**src/rtl/fseq_pkg.sv**
```systemverilog
package fseq_pkg;

  // One-hot-or-idle strobes from the control to the datapath.
  typedef struct packed {
    logic incPc;
    logic loadCall;
    logic loadRet;
  } seqStrobe_t;

endpackage

```
**src/rtl/fseq_ctrl.sv**
```systemverilog
module fseq_ctrl
  import fseq_pkg::*;
(
  input  logic       clk,
  input  logic       rst,
  input  logic       advance,
  input  logic       callReq,
  input  logic       retReq,
  input  logic       skipReq,
  output seqStrobe_t strb,
  output logic       flush
);

  logic flushQ;
  logic redirect;

  // Any request that makes the prefetched word useless.
  assign redirect = callReq | retReq | skipReq;

  // Priority: a pending flush masks everything, then call, return, skip/increment.
  always_comb begin
    strb = '0;
    if (advance) begin
      if (flushQ)       strb.incPc    = 1'b1;
      else if (callReq) strb.loadCall = 1'b1;
      else if (retReq)  strb.loadRet  = 1'b1;
      else              strb.incPc    = 1'b1;
    end
  end

  always_ff @(posedge clk) begin
    if (rst)          flushQ <= 1'b0;
    else if (advance) flushQ <= !flushQ && redirect;
  end

  assign flush = flushQ;

  AST_CALL_FLUSHES: assert property (@(posedge clk) disable iff (rst)
    (advance && !flushQ && callReq) |=> flushQ);
  AST_SKIP_FLUSHES: assert property (@(posedge clk) disable iff (rst)
    (advance && !flushQ && skipReq) |=> flushQ);
  AST_FLUSH_ONE_CYCLE: assert property (@(posedge clk) disable iff (rst)
    (advance && flushQ) |=> !flushQ);
  AST_STALL_KEEPS_FLUSH: assert property (@(posedge clk) disable iff (rst)
    !advance |=> $stable(flushQ));

endmodule

```
**src/rtl/fseq_dp.sv**
```systemverilog
module fseq_dp
  import fseq_pkg::*;
#(
  parameter int              PC_W      = 11,
  parameter int              LIT_W     = 8,
  parameter int              PAGE_W    = 2,
  parameter int              DEPTH     = 2,
  parameter logic [PC_W-1:0] RESET_VEC = '0
) (
  input  logic              clk,
  input  logic              rst,
  input  seqStrobe_t        strb,
  input  logic [LIT_W-1:0]  callLit,
  input  logic [PAGE_W-1:0] pageSel,
  output logic [PC_W-1:0]   pcOut
);

  localparam int              GAP_W = PC_W - LIT_W - PAGE_W;
  localparam logic [PC_W-1:0] ONE   = PC_W'(1);

  logic [PC_W-1:0] pcQ;
  logic [PC_W-1:0] callTarget;
  logic [PC_W-1:0] stk [DEPTH];

  // Page bits on top, forced-zero gap, literal at the bottom.
  assign callTarget = {pageSel, {GAP_W{1'b0}}, callLit};

  always_ff @(posedge clk) begin
    if (rst)                pcQ <= RESET_VEC;
    else if (strb.loadCall) pcQ <= callTarget;
    else if (strb.loadRet)  pcQ <= stk[0];
    else if (strb.incPc)    pcQ <= pcQ + ONE;
  end

  // Return stack: entry 0 is the top. Push shifts down, pop shifts up.
  for (genvar i = 0; i < DEPTH; i++) begin : g_stk
    logic [PC_W-1:0] pushVal;
    logic [PC_W-1:0] popVal;
    if (i == 0) begin : g_top
      assign pushVal = pcQ;
    end else begin : g_lower
      assign pushVal = stk[i-1];
    end
    if (i == DEPTH - 1) begin : g_bottom
      assign popVal = stk[i];
    end else begin : g_upper
      assign popVal = stk[i+1];
    end
    always_ff @(posedge clk) begin
      if (rst)                stk[i] <= '0;
      else if (strb.loadCall) stk[i] <= pushVal;
      else if (strb.loadRet)  stk[i] <= popVal;
    end
  end

  assign pcOut = pcQ;

  AST_CALL_BIT8_LOW: assert property (@(posedge clk) disable iff (rst)
    strb.loadCall |=> pcQ[LIT_W] == 1'b0);
  AST_CALL_PAGE: assert property (@(posedge clk) disable iff (rst)
    strb.loadCall |=> pcQ[PC_W-1 -: PAGE_W] == $past(pageSel));
  AST_PUSH_RETADDR: assert property (@(posedge clk) disable iff (rst)
    strb.loadCall |=> stk[0] == $past(pcQ));
  AST_RET_TARGET: assert property (@(posedge clk) disable iff (rst)
    strb.loadRet |=> pcQ == $past(stk[0]));
  AST_INC_WRAP: assert property (@(posedge clk) disable iff (rst)
    strb.incPc |=> pcQ == $past(pcQ) + ONE);
  AST_IDLE_HOLD: assert property (@(posedge clk) disable iff (rst)
    (strb == '0) |=> $stable(pcQ) && $stable(stk[0]));
  AST_ONE_STROBE: assert property (@(posedge clk) disable iff (rst)
    $onehot0(strb));

endmodule

```
**src/rtl/fetch_sequencer.sv**
```systemverilog
module fetch_sequencer
  import fseq_pkg::*;
#(
  parameter int              PC_W      = 11,
  parameter int              LIT_W     = 8,
  parameter int              PAGE_W    = 2,
  parameter int              DEPTH     = 2,
  parameter logic [PC_W-1:0] RESET_VEC = '0
) (
  input  logic              clk,
  input  logic              rst,
  input  logic              advance,
  input  logic              callReq,
  input  logic              retReq,
  input  logic              skipReq,
  input  logic [LIT_W-1:0]  callLit,
  input  logic [PAGE_W-1:0] pageSel,
  output logic [PC_W-1:0]   fetchAddr,
  output logic              flush
);

  seqStrobe_t strb;

  fseq_ctrl u_ctrl (
    .clk     (clk),
    .rst     (rst),
    .advance (advance),
    .callReq (callReq),
    .retReq  (retReq),
    .skipReq (skipReq),
    .strb    (strb),
    .flush   (flush)
  );

  fseq_dp #(
    .PC_W      (PC_W),
    .LIT_W     (LIT_W),
    .PAGE_W    (PAGE_W),
    .DEPTH     (DEPTH),
    .RESET_VEC (RESET_VEC)
  ) u_dp (
    .clk     (clk),
    .rst     (rst),
    .strb    (strb),
    .callLit (callLit),
    .pageSel (pageSel),
    .pcOut   (fetchAddr)
  );

endmodule

```
**config.mk**
```make
export PLATFORM = sky130hd
export DESIGN_NAME = fetch_sequencer
export DESIGN_NICKNAME = d
export VERILOG_FILES = /design/src/rtl/fseq_pkg.sv /design/src/rtl/fseq_ctrl.sv /design/src/rtl/fseq_dp.sv /design/src/rtl/fetch_sequencer.sv
export SDC_FILE = /design/constraint.sdc
export NUM_CORES = 1
export LEC_CHECK = 0
export BUFFER_PORTS_ARGS = -buffer_cell sky130_fd_sc_hd__buf_2
export CORE_MARGIN = 3
export CORE_UTILIZATION = 50
export DETAILED_ROUTE_END_ITERATION = 7
export MAX_ROUTING_LAYER = met4
export PLACE_DENSITY = 0.71
export SLEW_MARGIN = 20
export SYNTH_ARGS = -nofsm -noshare
export SYNTH_HDL_FRONTEND = slang
export SYNTH_SLANG_ARGS = --single-unit
```
**constraint.sdc**
```tcl
create_clock -name clk -period 1.5 [get_ports clk]
set_clock_uncertainty 0.05 [all_clocks]
set_input_delay 0 -clock clk [delete_from_list [all_inputs] [get_ports clk]]
set_output_delay 0 -clock clk [all_outputs]
set_load 0.02 [all_outputs]
```
==> results by group, run 1 <==
Floorplanning
  • Chip width: 65.5 um
  • Starting Density: 55.2%
  • Die area: 4290 um^2
  • Row count: 20
  • Die H: 65.5 um
  • Io pins: 28
  • Core Region: 3200 um^2

Finish
  • Share of layout cells above drive strength 1: 33.8%
  • Final core occ: 72.3%
  • Final cell count without fillers: 272
  • Nets: 244
  • Layout Cell Area excl Fill: 2320 um^2
  • Commonest non-fill, non-tap cell in the layout: buf_2
  • Layout fillers: 242
  • Syn-to-layout area delta: 31.0%
  • Commonest non-fill, non-tap cells in the layout: 27 x buf_2, 25 x buf_4, 22 x edfxtp_1, 12 x a21oi_1
  • N_diodes: 0

Placed design
  • Port Buf Inserts: 27
  • Final GP Congestion: 0.875
  • Post-Place Cell Area: 2130 um^2
  • Setup WS pre-CTS: -0.115 ns
  • Cells after DPL: 255
  • HPWL Detailed: 3.43 mm

Clock network
  • Max clock buf depth: 2
  • TritonCTS clock tree: yes
  • Clock root cell: clkbuf_4
  • CTS Buf Count: 5
  • Clock Sinks: 34
  • H-Tree Depth: 2
  • Worst-path clk slew: 0.10 ns
  • Clock latency on the worst-skew pair: 0.34 ns

Timing
  • Rel. slew slack: 71.0%
  • Final period utilization: 101%
  • Slew Viols, Final: 0
  • Post-layout min period: 1.51 ns
  • Worst Tran Pin Value: 0.435 ns
  • PnR worst setup slack: -0.00974 ns
  • Final hold vios: 0
  • Hold Slack: 0.0162 ns
  • TNS Setup: -0.00974 ns
  • F_max: 662 MHz
  • Final setup viols: 1
  • RSZ-0062 raised after global routing: yes

Power
  • Power density cells: 925 nW/um^2
  • IR drop worst, VDD: 468 uV
  • Final Power: 2.14 mW
  • P_leak: 0.934 nW

Logic synthesis
  • Sequential share of the synthesized area: 50.9%
  • Yosys reg bits: 34
  • Syn Nets: 189
  • Synth area leaders: edfxtp_1 37%, dfxtp_1 14%, a22o_1 5.4%
  • Synth async-reset ratio: 0%
  • Synth warnings: 0
  • Avg Inst Size Synth: 10.3 um^2
  • Post-synthesis cell count: 172
  • Area share of the largest cell type after synthesis: 37.3%
  • Main synth FF type: edfxtp_1
  • Leading area contributor after synthesis: edfxtp_1
  • Number of synthesized flops with an enable pin: 22
  • Post-Syn Area: 1770 um^2
  • Cell variety after synth: 48

Detailed routing
  • Post-Route WL: 4.83 mm
  • Initial DRC Count: 125
  • Antenna-violating nets left: 0
  • Via density: 5.97
  • Routed wire per std cell: 17.7 um
  • DRC viols: 0
  • DR pass1 iterations: 4
  • Vias: 1623

Critical path
  • WP data required: 1.74 ns
  • Crit Path Max Fanout: 7
  • Arr. time, crit path: 1.75 ns
  • Crit Path Class: flop to flop
  • Crit end category: flop
  • Critical path launch point type: flop

Global route
  • Vias in the first global route: 1557
  • Global router's overall resource usage: 25.6%
  • Initial antenna violation count: 0
  • Largest net degree at the start of global routing: 13
  • Global-route wire length before repair: 7.89 mm
  • GRT Residual Overflow: 0

Status
  • Failing checks: setup timing
  • Status: finished, violations left

Min path
  • Hold Path Class: input port to flop

Flow run
  • Max Cap Violations: 0
-- cell type report --
class	count	area, um^2	share of cell area [%]
Clock inverter	2	33.8	1.46
Timing Repair Buffer	60	414	17.9
Clock buffer	6	41.3	1.78
Inverter	5	18.8	0.810
Sequential cell	34	916	39.5
Multi-Input combinational cell	121	838	36.2
Tap cell	44	55.1	2.38
-- what timing repair did --
action                                  CTS  global route
hold buffers                              6             0
setup buffers                             2             1
gates cloned                              0             0
endpoints found under the setup margin   12            14
endpoints found under the hold margin     6             0
pin swaps                                 1             7
gates resized for setup                   4             5
-- worst max-delay path: stages, from the launching register on --
cell and delay [ns]:
dfxtp_4 0.39, and4bb_4 0.22, or4_1 0.50, a21o_1 0.18, a21oi_2 0.11
-- path summary, 6_finish.rpt --
| check | from | end | slack (ns) | cells after the start |
|---|---|---|---|---|
| max | u_ctrl.flush$_SDFFE_PP0P_ | u_dp.pcOut[8]$_SDFFE_PP0P_ | -0.01 | 4 |
| max reg2reg | u_ctrl.flush$_SDFFE_PP0P_ | u_dp.pcOut[8]$_SDFFE_PP0P_ | -0.01 | 4 |
| min | callLit[3] | u_dp.pcOut[3]$_SDFFE_PP0P_ | 0.02 | 5 |
| min reg2reg | u_dp.stk[1][6]$_SDFFCE_PN0P_ | u_dp.stk[0][6]$_DFFE_PP_ | 0.50 | 1 |
-- cells by family (layout without fill, tap and decap cells) --
| kind of cell | count (synthesis) | in the layout | share of synthesized area, % |
|---|---|---|---|
| xor gates and xnor gates | 1 | 1 | 0.495 |
| AOI/OAI and AO/OA | 54 | 54 | 21.6 |
| and+or+nand+nor | 64 | 64 | 21.5 |
| muxes | 1 | 1 | 0.566 |
| adders and majority gates | 1 | 1 | 0.707 |
| buffers and inverters | 17 | 73 | 4.17 |
| DFF | 34 | 34 | 50.9 |
-- per-layer routing --
metal,part of all wire (%),up-vias,global-route usage (%)
met3,9.4,5,6.15
met1,42,755,34.8
met5,0,-,-
met2,48,90,38.6
li1,-,773,-
met4,1.2,0,6.74
-- cells in the mapped netlist (3+ instances only) --
| library cell | instances |
|---|---|
| nor3_1 | 5 |
| buf_2 | 8 |
| nand2b_1 | 4 |
| nor2b_1 | 9 |
| a21oi_1 | 14 |
| a22o_1 | 11 |
| o21ai_0 | 5 |
| nand3b_1 | 4 |
| a211oi_1 | 3 |
| nor2_1 | 7 |
| edfxtp_1 | 22 |
| dfxtp_1 | 12 |
| nand3_1 | 5 |
| nand2_1 | 11 |
| clkbuf_1 | 4 |
| nand4_1 | 4 |
| inv_1 | 5 |
-- report_power, final --
group	switching [mW]	internal, mW	leakage (nW)
Combinational	0.205	0.170	0.558
Clock	0.315	0.347	0.0399
Sequential	0.0442	1.06	0.336
Total	0.564	1.58	0.934
-- flip-flops by register name (all words and copies together), names as in the netlist --
register and count:
u_ctrl.flush 1, u_dp.pcOut 11, u_dp.stk 22
No activity file was read; power rests on OpenSTA's default activity.
==> run 2, diff against run 1 <==
- SETUP_SLACK_MARGIN: unset -> 0.02
==> run 2 against run 1 <==
Against the previous run:
- the run still ends with setup timing left
- worst hold slack worse by 0.0097 ns
- flip-flop and latch count is the same
- maximum frequency up 0.39%
- setup slack improved by 0.0059 ns
- combinational power is 2% higher
- via count is 2.9% higher
- largest cell class unchanged
- count of clock-buffer cells in the layout is 1 lower
- clock power grew 32%
- global-route usage increased by 0.62 points
- non-clock buffer count unchanged
==> results by group, run 2 (same netlist as run 1, synthesis figures left out) <==
Power
  • Combinational power share: 16.2% (was 17.5%)
  • Sw Pwr: 0.618 mW (was 0.564 mW)
  • Clock power frac: 36.9% (was 30.9%)
  • Sw Ratio: 26.1% (was 26.3%)
  • Sequential Power Share: 46.9% (was 51.6%)
  • IR drop worst, VDD: 593 uV (was 468 uV)
  • Pint: 1.75 mW (was 1.58 mW)
  • P_leak: 0.957 nW (was 0.934 nW)
  • Power density cells: 990 nW/um^2 (was 925 nW/um^2)
  • Final Power: 2.37 mW (was 2.14 mW)

Detailed routing
  • Via density: 6.14 (was 5.97)
  • Vias: 1670 (was 1623)
  • Top Metal Used: met4 (unchanged)
  • DR pass1 iterations: 4 (unchanged)
  • Initial DRC Count: 159 (was 125)
  • Post-Route WL: 5.13 mm (was 4.83 mm)
  • DR WL met3: 392 um (was 452 um)
  • Antenna-violating nets left: 0 (unchanged)
  • Metal2 WL: 2.40 mm (was 2.30 mm)
  • Routed wire per std cell: 18.9 um (was 17.7 um)
  • Wl on met1: 2.19 mm (was 2.01 mm)
  • DRC viols: 0 (unchanged)

Clock network
  • TritonCTS clock tree: yes (unchanged)
  • H-Tree Depth: 2 (unchanged)
  • Worst-path clk slew: 0.11 ns (was 0.10 ns)
  • Clock latency on the worst-skew pair: 0.36 ns (was 0.34 ns)
  • Clock root cell: clkbuf_4 (unchanged)
  • Clock Sinks: 34 (unchanged)
  • CTS Buf Count: 5 (unchanged)
  • Max clock buf depth: 2 (unchanged)

Global route
  • Initial antenna violation count: 0 (unchanged)
  • GRT Residual Overflow: 0 (unchanged)
  • Global router's overall resource usage: 26.2% (was 25.6%)
  • Vias in the first global route: 1604 (was 1557)
  • Largest net degree at the start of global routing: 13 (unchanged)
  • Global-route wire length before repair: 8.14 mm (was 7.89 mm)

Floorplanning
  • Die H: 65.5 um (unchanged)
  • Die area: 4290 um^2 (unchanged)
  • Chip width: 65.5 um (unchanged)
  • Row count: 20 (unchanged)
  • Starting Density: 55.2% (unchanged)
  • Core Region: 3200 um^2 (unchanged)
  • Io pins: 28 (unchanged)

Placed design
  • HPWL Detailed: 3.54 mm (was 3.43 mm)
  • Port Buf Inserts: 27 (unchanged)
  • Final GP Congestion: 0.877 (was 0.875)

Timing
  • Final setup viols: 1 (unchanged)
  • Rel. slew slack: 71.6% (was 71.0%)
  • F_max: 665 MHz (was 662 MHz)
  • Worst Tran Pin Value: 0.425 ns (was 0.435 ns)
  • PnR worst setup slack: -0.00387 ns (was -0.00974 ns)
  • Slew Viols, Final: 0 (unchanged)
  • Post-layout min period: 1.50 ns (was 1.51 ns)
  • Final period utilization: 100% (was 101%)
  • Final hold vios: 0 (unchanged)
  • Hold Slack: 0.00645 ns (was 0.0162 ns)
  • RSZ-0062 raised after global routing: yes (unchanged)

Critical path
  • CP top delay family: simple AND/OR/NAND/NOR gates (unchanged)
  • WP buf/inv: 1 (was 0)
  • CP Cell Sequence: and4bb_4 -> buf_4 -> or3_1 -> a21oi_2 -> a211oi_1 (was and4bb_4 -> or4_1 -> a21o_1 -> a21oi_2)
  • Worst r2r src: u_ctrl.flush$_SDFFE_PP0P_ (unchanged)
  • Crit Path Class: flop to flop (unchanged)
  • CP max stage delay: 0.39 ns (was 0.50 ns)
  • Crit end category: flop (unchanged)
  • Crit-path slowest cell: dfxtp_4 (was or4_1)
  • RR Endpoint: u_dp.pcOut[2]$_SDFFE_PP0P_ (was u_dp.pcOut[8]$_SDFFE_PP0P_)
  • Flop-to-flop setup slack: -0.004 ns (was -0.01 ns)
  • Critical path launch point type: flop (unchanged)
  • Reg2reg path depth: 5 (was 4)
  • Arr. time, crit path: 1.70 ns (was 1.75 ns)
  • WP data required: 1.70 ns (was 1.74 ns)
  • Crit Path Max Fanout: 8 (was 7)

Finish
  • Register area: 917 um^2 (was 916 um^2)
  • Nets: 244 (unchanged)
  • Most flops, register: u_dp.stk (unchanged)
  • Layout fillers: 241 (was 242)
  • Max reg flops: 22 (unchanged)
  • Syn-to-layout area delta: 35.4% (was 31.0%)
  • N_diodes: 0 (unchanged)
  • Share of layout cells above drive strength 1: 38.6% (was 33.8%)
  • Commonest non-fill, non-tap cells in the layout: 27 x buf_2, 27 x buf_4, 22 x edfxtp_1, 12 x a21oi_1 (was 27 x buf_2, 25 x buf_4, 22 x edfxtp_1, 12 x a21oi_1)
  • Area occupied by multi-input gates: 900 um^2 (was 838 um^2)

Status
  • Status: finished, violations left (unchanged)
  • Failing checks: setup timing (unchanged)

Min path
  • Hold Path Class: input port to flop (unchanged)
  • Endpoint, Worst Hold: u_dp.pcOut[3]$_SDFFE_PP0P_ (unchanged)
  • Worst Hold Depth: 5 (unchanged)
  • Hold path start: callLit[3] (unchanged)

Flow run
  • Max Cap Violations: 0 (unchanged)
[run 2: cell count changes in the layout (fill, tap and decap cells not counted), moves of 2 or more]
cell,change
o21ai_1,-2
o21ai_0,+2
buf_4,+2
a211oi_1,-2
a211oi_2,+2
[run 2: final cells by class]
cell class	instances	area share [%]
Sequential cell	34	38.3
Multi-Input combinational cell	121	37.6
Timing Repair Buffer	60	16.6
Clock inverter	3	2.87
Tap cell	44	2.30
Clock buffer	5	1.57
Inverter	5	0.784
[run 2: what timing repair did]
item	4_1_cts	5_1_grt
resized for setup	5	13
setup buffers	3	3
endpoints found under the hold margin	6	0
pin swaps	4	5
hold buffers	6	0
endpoints found under the setup margin	13	31
gates cloned	0	0
[run 2: metal layers]
layer | vias to the layer above | GRT usage (%)
li1 | 774 | -
met4 | 0 | 10.4
met3 | 17 | 5.30
met5 | - | -
met2 | 81 | 41.6
met1 | 798 | 33.0
[run 2: worst max path at each step]
stage | startpoint | slack, ns | endpoint | cells after the start
2_1_floorplan | u_ctrl.flush$_SDFFE_PP0P_ | -0.04 | u_dp.stk[0][0]$_DFFE_PP_ | 4
3_3_place_gp | u_ctrl.flush$_SDFFE_PP0P_ | -0.02 | u_dp.stk[1][5]$_SDFFCE_PN0P_ | 4
3_5_place_dp | u_ctrl.flush$_SDFFE_PP0P_ | -0.11 | u_dp.stk[1][3]$_SDFFCE_PN0P_ | 4
4_1_cts | u_ctrl.flush$_SDFFE_PP0P_ | -0.04 | u_dp.pcOut[8]$_SDFFE_PP0P_ | 4
5_1_grt | u_ctrl.flush$_SDFFE_PP0P_ | -0.08 | u_dp.pcOut[5]$_SDFFE_PP0P_ | 4
6_report | u_ctrl.flush$_SDFFE_PP0P_ | -0.004 | u_dp.pcOut[2]$_SDFFE_PP0P_ | 5
[run 2: power groups by stage]
stage / clock [mW] / sequential [mW] / combinational, mW
finish: 0.875 / 1.11 / 0.384
global route: 0.919 / 1.12 / 0.411
CTS: 0.875 / 1.11 / 0.360
detailed placement: 0 / 1.13 / 0.337
global placement: 0 / 1.12 / 0.329
floorplan: 0 / 1.15 / 0.171
[run 2: through the flow]
stage,setup TNS [ns],setup slack [ns],cell area [um^2],util (%),std cells
2_1_floorplan,-0.487,-0.0443,1820,-,172
3_3_place_gp,-0.129,-0.0155,2100,65.4,252
3_5_place_dp,-1.02,-0.111,2100,65.4,252
4_1_cts,-0.0461,-0.0420,2300,72.0,269
5_1_grt,-0.188,-0.0759,2390,74.8,272
6_report,-0.00387,-0.00387,2390,74.8,272
[run 2: worst reg2reg max path, stage by stage (launching register included)]
cell and delay [ns]:
dfxtp_4 0.39, and4bb_4 0.23, buf_4 0.17, or3_1 0.37, a21oi_2 0.13, a211oi_1 0.06
